[src/rtl/seg_xlate_pkg.sv]
package seg_xlate_pkg;

  typedef enum logic [1:0] {
    KIND_HOST  = 2'd0,
    KIND_GUEST = 2'd1,
    KIND_LIMIT = 2'd2,
    KIND_MODE  = 2'd3
  } cfgKind_e;

  // strobes from control to datapath
  typedef struct packed {
    logic capture;  // request accepted this cycle
    logic cfgWe;    // configuration write allowed this cycle
    logic hold;     // response pending and stalled
  } xlStrobe_t;

endpackage

[src/rtl/seg_xlate_ctrl.sv]
module seg_xlate_ctrl
  import seg_xlate_pkg::*;
(
  input  logic      clk,
  input  logic      rstN,
  input  logic      reqValid,
  input  logic      rspReady,
  input  logic      cfgWrEn,
  output logic      reqReady,
  output logic      rspValid,
  output xlStrobe_t strobe
);

  logic rspValidQ;

  assign rspValid = rspValidQ;
  assign reqReady = !rspValidQ || rspReady;

  always_comb begin
    strobe.capture = reqValid && reqReady;
    strobe.cfgWe   = cfgWrEn && !rspValidQ;
    strobe.hold    = rspValidQ && !rspReady;
  end

  always_ff @(posedge clk) begin
    if (!rstN) begin
      rspValidQ <= 1'b0;
    end else if (strobe.capture) begin
      rspValidQ <= 1'b1;
    end else if (rspReady) begin
      rspValidQ <= 1'b0;
    end
  end


  hold_valid_chk: assert property (@(posedge clk) disable iff (!rstN)
    (rspValid && !rspReady) |=> rspValid);


  one_cycle_rsp_chk: assert property (@(posedge clk) disable iff (!rstN)
    (reqValid && reqReady) |=> rspValid);

endmodule

[src/rtl/seg_xlate_dp.sv]
module seg_xlate_dp
  import seg_xlate_pkg::*;
#(
  parameter int SEG_N  = 4,
  parameter int ADDR_W = 32,
  localparam int IDX_W = (SEG_N > 1) ? $clog2(SEG_N) : 1,
  localparam int CNT_W = $clog2(SEG_N + 1)
) (
  input  logic              clk,
  input  logic              rstN,
  input  xlStrobe_t         strobe,
  input  logic [1:0]        cfgKind,
  input  logic [IDX_W-1:0]  cfgIdx,
  input  logic [ADDR_W-1:0] cfgData,
  input  logic [ADDR_W-1:0] reqGpa,
  output logic [ADDR_W-1:0] rspHpa,
  output logic              rspViol,
  output logic              rspBypass
);

  logic [ADDR_W-1:0] hostBase  [SEG_N];
  logic [ADDR_W-1:0] guestBase [SEG_N];  // index 0 stays zero
  logic [ADDR_W-1:0] limitReg;
  logic              modeReg;

  logic [CNT_W-1:0]  segCount;
  logic [SEG_N-1:0]  segHit;
  logic [ADDR_W-1:0] segHpa [SEG_N];
  logic              anyHit;
  logic [ADDR_W-1:0] selHpa;
  logic              idxOk;

  assign idxOk = (32'(cfgIdx) < SEG_N);

  // configuration registers
  always_ff @(posedge clk) begin
    if (!rstN) begin
      for (int i = 0; i < SEG_N; i++) begin
        hostBase[i]  <= '0;
        guestBase[i] <= '0;
      end
      limitReg <= '0;
      modeReg  <= 1'b0;
    end else if (strobe.cfgWe) begin
      case (cfgKind_e'(cfgKind))
        KIND_HOST:  if (idxOk) hostBase[cfgIdx] <= cfgData;
        KIND_GUEST: if (idxOk && cfgIdx != '0) guestBase[cfgIdx] <= cfgData;
        KIND_LIMIT: limitReg <= cfgData;
        KIND_MODE:  modeReg  <= (cfgData != '0);
        default: ;
      endcase
    end
  end

  // used segment count: first zero guest base at index 1 or above
  always_comb begin
    segCount = CNT_W'(SEG_N);
    for (int i = SEG_N - 1; i >= 1; i--) begin
      if (guestBase[i] == '0) segCount = CNT_W'(i);
    end
  end

  // per-segment compare and add
  for (genvar j = 0; j < SEG_N; j++) begin : g_seg
    logic              used;
    logic              isLast;
    logic              geLo;
    logic [ADDR_W-1:0] offs;
    logic              lastIn;
    assign used   = (32'(segCount) > j);
    assign isLast = (32'(segCount) == j + 1);
    assign geLo   = (reqGpa >= guestBase[j]);
    assign offs   = reqGpa - guestBase[j];
    assign lastIn = (limitReg >= hostBase[j]) && (offs <= (limitReg - hostBase[j]));
    if (j < SEG_N - 1) begin : g_mid
      assign segHit[j] = used && geLo &&
                         (isLast ? lastIn : (reqGpa < guestBase[j+1]));
    end else begin : g_end
      assign segHit[j] = used && geLo && lastIn;
    end
    assign segHpa[j] = hostBase[j] + offs;
  end

  // lowest matching index wins
  always_comb begin
    anyHit = 1'b0;
    selHpa = '0;
    for (int j = SEG_N - 1; j >= 0; j--) begin
      if (segHit[j]) begin
        anyHit = 1'b1;
        selHpa = segHpa[j];
      end
    end
  end

  always_ff @(posedge clk) begin
    if (!rstN) begin
      rspHpa    <= '0;
      rspViol   <= 1'b0;
      rspBypass <= 1'b0;
    end else if (strobe.capture) begin
      if (!modeReg) begin
        rspHpa    <= reqGpa;
        rspViol   <= 1'b0;
        rspBypass <= 1'b1;
      end else begin
        rspHpa    <= anyHit ? selHpa : '0;
        rspViol   <= !anyHit;
        rspBypass <= 1'b0;
      end
    end
  end


  rsp_stable_chk: assert property (@(posedge clk) disable iff (!rstN)
    strobe.hold |=> ($stable(rspHpa) && $stable(rspViol) && $stable(rspBypass)));


  cfg_frozen_chk: assert property (@(posedge clk) disable iff (!rstN)
    strobe.hold |=> ($stable(limitReg) && $stable(modeReg)));


  bypass_pass_chk: assert property (@(posedge clk) disable iff (!rstN)
    (strobe.capture && !modeReg) |=> (rspBypass && !rspViol && rspHpa == $past(reqGpa)));


  viol_zero_chk: assert property (@(posedge clk) disable iff (!rstN)
    rspViol |-> (rspHpa == '0 && !rspBypass));

endmodule

[src/rtl/seg_xlate.sv]
module seg_xlate
  import seg_xlate_pkg::*;
#(
  parameter int SEG_N  = 4,
  parameter int ADDR_W = 32,
  localparam int IDX_W = (SEG_N > 1) ? $clog2(SEG_N) : 1
) (
  input  logic              clk,
  input  logic              rstN,
  input  logic              cfgWrEn,
  input  logic [1:0]        cfgKind,
  input  logic [IDX_W-1:0]  cfgIdx,
  input  logic [ADDR_W-1:0] cfgData,
  input  logic              reqValid,
  output logic              reqReady,
  input  logic [ADDR_W-1:0] reqGpa,
  output logic              rspValid,
  input  logic              rspReady,
  output logic [ADDR_W-1:0] rspHpa,
  output logic              rspViol,
  output logic              rspBypass
);

  xlStrobe_t strobe;

  seg_xlate_ctrl i_ctrl (
    .clk      (clk),
    .rstN     (rstN),
    .reqValid (reqValid),
    .rspReady (rspReady),
    .cfgWrEn  (cfgWrEn),
    .reqReady (reqReady),
    .rspValid (rspValid),
    .strobe   (strobe)
  );

  seg_xlate_dp #(.SEG_N(SEG_N), .ADDR_W(ADDR_W)) i_dp (
    .clk       (clk),
    .rstN      (rstN),
    .strobe    (strobe),
    .cfgKind   (cfgKind),
    .cfgIdx    (cfgIdx),
    .cfgData   (cfgData),
    .reqGpa    (reqGpa),
    .rspHpa    (rspHpa),
    .rspViol   (rspViol),
    .rspBypass (rspBypass)
  );

endmodule

[config.mk]
export PLATFORM = sky130hd
export DESIGN_NAME = seg_xlate
export DESIGN_NICKNAME = d
export VERILOG_FILES = /design/src/rtl/seg_xlate_pkg.sv /design/src/rtl/seg_xlate_ctrl.sv /design/src/rtl/seg_xlate_dp.sv /design/src/rtl/seg_xlate.sv
export SDC_FILE = /design/constraint.sdc
export NUM_CORES = 2
export LEC_CHECK = 0
export BUFFER_PORTS_ARGS = -buffer_cell sky130_fd_sc_hd__buf_2
export CAP_MARGIN = 20
export CORE_MARGIN = 2
export CORE_UTILIZATION = 60
export CTS_BUF_LIST = sky130_fd_sc_hd__clkbuf_4 sky130_fd_sc_hd__clkbuf_8
export CTS_CLUSTER_DIAMETER = 200
export DETAILED_ROUTE_END_ITERATION = 8
export PLACE_DENSITY = 0.74
export SLEW_MARGIN = 0
export SYNTH_ARGS = -nofsm -noshare
export SYNTH_HDL_FRONTEND = slang
export SYNTH_SLANG_ARGS = --single-unit
[constraint.sdc]
create_clock -name clk -period 10.4 [get_ports clk]
set_input_delay 1.04 -clock clk [delete_from_list [all_inputs] [get_ports clk]]
set_output_delay 1.04 -clock clk [all_outputs]
set_load 0.05 [all_outputs]
### Yosys cells after proc, flatten, opt, wreduce, memory -nomap -nowiden

Memories as Yosys holds them, arrays and structs flattened.
Index checks and enable logic that the tools add are counted.
W data, S select, Z words.

| word-level totals | value |
|---|---|
| flip-flop bits (word level) | 68 |
| memory bits (writable) | 256 |
| bits of input ports | 73 |
| output and inout port bits | 36 |
| logic and storage cells | 109 |
| memories | 2 |

| cells by class | value |
|---|---|
| $add $sub $neg | 12 |
| $lt $le $gt $ge | 19 |
| eq/ne operators | 6 |
| muxes and demuxes | 36 |
| reduce and logical (&&, ||, !) cells | 28 |

Memories:

| name | words | bits a word | read ports | clocked after memory_dff | wr ports | line | text |
|---|---|---|---|---|---|---|---|
| i_dp.guestBase | 4 | 32 | 4 | 0 | 4 | seg_xlate_dp.sv:22 | `logic [ADDR_W-1:0] guestBase [SEG_N];` |
| i_dp.hostBase | 4 | 32 | 4 | 0 | 4 | seg_xlate_dp.sv:21 | `logic [ADDR_W-1:0] hostBase [SEG_N];` |

Operator list:

| cell | count |
|---|---|
| $ge A32 B32 Y1 | 8 |
| $mux W32 | 8 |
| $sub A32 B32 Y32 | 8 |
| $add A32 B32 Y32 | 4 |
| $le A32 B32 Y1 | 4 |
| $logic_not A32 Y1 | 3 |
| $lt A32 B32 Y1 | 3 |
| $reduce_or A32 Y1 | 2 |
| $reduce_bool A32 Y1 | 1 |
| $mux W1 | 23 |
| $logic_and A1 B1 Y1 | 14 |
| $mux W3 | 3 |
| $eq A3 B2 Y1 const B | 2 |
| $gt A3 B1 Y1 const B | 2 |
| $gt A3 B2 Y1 const B | 2 |
| $eq A2 B2 Y1 const B | 2 |
| $mux W2 | 2 |
| $reduce_and A2 Y1 | 2 |
| $reduce_bool A2 Y1 | 2 |
| $eq A3 B1 Y1 const B | 1 |
| $eq A2 B1 Y1 const B | 1 |
| $logic_not A1 Y1 | 2 |
| $logic_not A2 Y1 | 1 |
| $logic_or A1 B1 Y1 | 1 |

### Depth between registers and ports, before layout

An unclocked memory read counts as a cell.

| depth | value |
|---|---|
| depth in word-level cells | 14 |
| gate-level depth with buffers | 29 |

### Modules after synthesis

A second synthesis with hierarchy kept.

| second synthesis, totals | value |
|---|---|
| cell total of the unflattened synthesis | 4144 |
| area total of the unflattened synthesis | 34495.6 um^2 |

By module, submodules not included:

| module | instances | cells an instance | area each (um^2) | seq. area each (um^2) |
|---|---|---|---|---|
| seg_xlate_dp | 1 | 4138 | 34438.0 | 9028.7 |
| seg_xlate_ctrl | 1 | 6 | 57.6 | 20.0 |

### Worst setup path after synthesis

Ideal clock, no wire load.

| timing path | value |
|---|---|
| path kind | input-to-reg |
| from | input port reqGpa[0] |
| to | register i_dp.rspHpa[1] |
| data arrival time | 5976 ps |
| required time | 10263 ps |
| slack | 4288 ps |
| stages on the path | 27 |
| cell sequence | inv_1 -> ha_1 -> inv_1 -> fa_1 -> a211oi_1 -> o211ai_1 -> a31o_2 -> a31oi_1 -> nor2_1 -> nor2_1 -> o21bai_1 -> a21oi_1 -> xnor2_1 -> ha_1 -> and3_1 -> a221o_1 -> a21oi_1 -> o21ai_1 -> a221oi_2 -> a21oi_1 -> or4_4 -> a21oi_4 -> buf_2 -> buf_2 -> nand2_1 -> a31oi_1 -> o22ai_1 |

| between the ends | value |
|---|---|
| cells in the longest elaborated chain, start to end | 10 |
| elaborated cells between the ends (all ways) | 44 |

RTL lines:

| element | line | text |
|---|---|---|
| start: declaration | seg_xlate.sv:16 | `input logic [ADDR_W-1:0] reqGpa,` |
| $sub A32 B32 Y32 | seg_xlate_dp.sv:73 | `assign offs = reqGpa - guestBase[j];` |
| $le A32 B32 Y1 | seg_xlate_dp.sv:74 | `assign lastIn = (limitReg >= hostBase[j]) && (offs <= (limitReg - hostBase[j]));` |
| $logic_and A1 B1 Y1 | seg_xlate_dp.sv:74 |  |
| $logic_and A1 B1 Y1 / $mux W1 (equally long branches) | seg_xlate_dp.sv:79, seg_xlate_dp.sv:77 |  |
| $mux W32 (tied with other cells) | seg_xlate_dp.sv:89 | `if (segHit[j]) begin` |
| $mux W32 / $mux W1 (equally long branches) (3 in a row) | seg_xlate_dp.sv:89 |  |
| $mux W32 * | seg_xlate_dp.sv:107 | `rspHpa <= anyHit ? selHpa : '0;` |
| $mux W32 * | seg_xlate_dp.sv:102 | `if (!modeReg) begin` |
| end signal: assignment | seg_xlate_dp.sv:103 | `rspHpa <= reqGpa;` |
| end signal: assignment | seg_xlate_dp.sv:107 |  |
| end: declaration | seg_xlate_dp.sv:16 | `output logic [ADDR_W-1:0] rspHpa,` |

Mark *: on every way between the ends. The rest lies on a longest branch, timed or not.
A chain may end at the register's enable or synchronous reset.

### Final worst setup path

| timing path | value |
|---|---|
| from | register i_dp.limitReg[0] |
| to | register i_dp.rspHpa[18] |

| between the ends | value |
|---|---|
| cells in the longest elaborated chain, start to end | 10 |
| elaborated cells between the ends (all ways) | 33 |

RTL lines:

| element | line | text |
|---|---|---|
| start: declaration | seg_xlate_dp.sv:23 | `logic [ADDR_W-1:0] limitReg;` |
| start signal: assignment | seg_xlate_dp.sv:48 | `KIND_LIMIT: limitReg <= cfgData;` |
| $sub A32 B32 Y32 | seg_xlate_dp.sv:74 |  |
| $le A32 B32 Y1 | seg_xlate_dp.sv:74 |  |
| $logic_and A1 B1 Y1 | seg_xlate_dp.sv:74 |  |
| $logic_and A1 B1 Y1 / $mux W1 (equally long branches) | seg_xlate_dp.sv:79, seg_xlate_dp.sv:77 |  |
| $mux W32 (tied with other cells) | seg_xlate_dp.sv:89 |  |
| $mux W32 / $mux W1 (equally long branches) (3 in a row) | seg_xlate_dp.sv:89 |  |
| $mux W32 * | seg_xlate_dp.sv:107 |  |
| $mux W32 * | seg_xlate_dp.sv:102 |  |

Marked as above.

==> results.cfg <==
[status]
status = complete, no violations

[setup_path]
cp_max_fo = 42
reg2reg_from = i_dp.limitReg[0]
crit_arrival_ps = 8350
path_class = flop to flop
start_kind = flop
crit_start = i_dp.limitReg[0]
endpoint_kind = flop
cp_data_required_time_ps = 10990

[timing]
timing.hold.ws_ps = 459
rsz0062_at_grt = no
setup_violations = 0
report.final.hold_viol_count = 0
clock_skew_ps = 47.3
fin_setup_tns_ps = 0
timing.fmax_ghz = 0.129
fin_crit_sh_pct = 74.7
finalCriticalPeriod_ps = 7770
relSlewSlack_pct = 34.9
slew_viol_final = 0
layout_setup_ws_ps = 2630
worstMarginPinSlew_ps = 969

[routing]
firstDrtPassIters = 8
ant_nets = 0
viasPerCell = 6.38
wl_mm = 124
drt-initial-drc-count = 3978
num_vias = 33400
drc_errors = 0
detail_route.wl_per_cell_um = 23.7

[finish]
layout_common_cells = ha_1, inv_1, a21oi_1
nFillCells = 5187
nets = 5010
area_delta_synth_final_pct = 8.12
final_common_cell = ha_1
layout.area.seq_um2 = 9050
fin_util_pct = 65.5
multiInputGateArea_um2 = 24000
drive_gt1_share_pct = 6.47

[worst_hold_path]
min_from = i_dp.limitReg[0]
min_path_type = flop to flop

[synthesis]
synth-async-reset-ratio_pct = 0
syn-cell-area_um2 = 34900
ys_ff_latch = 324
yosysSeqAreaShare_pct = 25.9
avgSynthCellArea_um2 = 8.15
yosys.cell_types.count = 86
synth_flop_cell = edfxtp_1
syn-instance-count = 4279
synth_warnings = 0
synth_edf_count = 256

[floorplanning]
start_util_pct = 60.6
io_pins = 109
dieArea_um2 = 60100
core_area_um2 = 57600
die_height_um = 245
dieWidth_um = 245
rows = 88

[clock_network]
cts_resized = 0
clock_path_buffers = 3
cts.sinks = 324
cts.clk_slew.worst_paths_ps = 70
cts_root_buffer = clkbuf_8
numCtsBuffers = 56
cts_tree = yes
cts.htree.levels = 2
clock_latency_ps = 710
post_cts_buffers = 0
cts_hold_buffers = 0

[pwr]
vdd_drop_max_uv = 119
p_int_mw = 3.04
clkPwrFrac_pct = 26.3
leakage_nw = 17.6
pwr-share-seq_pct = 29.2
p_total_mw = 5.15
sw_frac_of_total_pct = 41.0
share_comb_of_total_power_pct = 44.5
powerDensity_nw_per_um2 = 137
p_switching_mw = 2.11

[placement]
numPortBuffers = 108
place.gp.congestion = 1.03
post-dp-hpwl_mm = 102
post-place-ws_ps = 2650

[global_routing]
grt_pass1_wl_mm = 182
grt_overflow_total = 0
grt_max_degree = 67
antenna_found_initial = 4
grt_pass1_vias = 31000
grt_util_all_layers_pct = 40.2

[flow_run]
max_cap_violations = 0
[layout make-up]
cell class,count,share of cell area [%]
Antenna cell,1,0.00663
Inverter,445,4.43
Sequential cell,324,24.0
Clock inverter,40,1.03
Tap cell,765,2.54
Clock buffer,66,2.31
Timing Repair Buffer,131,1.96
Multi-Input combinational cell,3459,63.7
[worst paths after layout]
path,endpoint,slack [ps],depth (start not counted)
min reg2reg,i_dp.limitReg[0],460,2
max reg2reg,i_dp.rspHpa[18],2630,26
min,i_dp.limitReg[0],460,2
max,i_dp.rspHpa[18],2630,26
[state kept, by name (all words and copies together) (netlist names)]
signal and count:
i_ctrl.rspValid 1, i_dp.guestBase 128, i_dp.hostBase 128, i_dp.limitReg 32
i_dp.modeReg 1, i_dp.rspBypass 1, i_dp.rspHpa 32, i_dp.rspViol 1
[Yosys cell counts (all sizes together) (43+ instances only)]
library cell / count / area share [%]
a21oi: 419 / 6.0
xor2: 123 / 3.1
clkbuf: 73 / 0.79
xnor2: 194 / 4.9
dfxtp: 68 / 3.9
nand4: 76 / 1.4
nand3: 79 / 1.1
ha: 508 / 18
and3: 69 / 1.2
nand2b: 52 / 0.93
nor3: 57 / 0.82
inv: 444 / 4.8
o21bai: 62 / 1.3
o21ai: 254 / 3.7
a21o: 185 / 4.0
edfxtp: 256 / 22
a211oi: 51 / 1.1
nor2b: 43 / 0.77
nor2: 390 / 4.2
nand2: 363 / 3.9
o21a: 52 / 1.1
nor4: 43 / 0.77
[worst max-delay path, stage by stage (launching register included)]
cell and delay [ps]:
dfxtp_1 310, inv_1 290, ha_1 250, inv_1 60
fa_1 410, a21o_1 190, a221oi_1 450, a21oi_1 250
a21o_1 240, a221o_1 360, o21a_1 230, o21a_1 270
a2111oi_0 560, o21bai_1 180, a21oi_1 200, xor2_1 90
ha_1 300, nand4_1 220, nor4_1 310, and3_1 190
a21oi_1 40, or4_4 570, a21oi_4 150, buf_4 470
or2_1 390, o21ai_2 250, o32ai_1 380
[routing by layer]
layer | global-route usage, % | wire (µm) | part of all wire, %
met2 | 61.7 | 52800 | 43
met1 | 55.2 | 50900 | 41
met3 | 6.95 | 13900 | 11
met4 | 18.8 | 6430 | 5.2
met5 | 0 | 0 | 0
[through the flow]
step / instances / instance area [µm²]
2_1_floorplan: 4310 / 35000
3_3_place_gp: 5122 / 36400
3_5_place_dp: 5122 / 36400
4_1_cts: 5228 / 37700
5_1_grt: 5230 / 37700
6_report: 5231 / 37700
[power groups by stage]
stage | Sequential (mW) | Combinational, mW | Clock, mW
global placement | 1.53 | 2.20 | 0
CTS | 1.50 | 2.22 | 1.36
detailed placement | 1.53 | 2.21 | 0
finish | 1.50 | 2.29 | 1.36
floorplan | 1.54 | 1.56 | 0
global route | 1.51 | 2.49 | 1.41
[cell families after synthesis]
kind of cell | count (synthesis) | synth area share, %
AOI/OAI and AO/OA | 1318 | 24.2
xor gates and xnor gates | 317 | 7.96
adders and majority gates | 520 | 18.9
buffers and inverters | 527 | 5.70
DFF | 324 | 25.9
muxes | 6 | 0.179
other | 1 | 0.0107
and+or+nand+nor | 1266 | 17.1
Note: power is estimated with default switching activity, not from simulation.
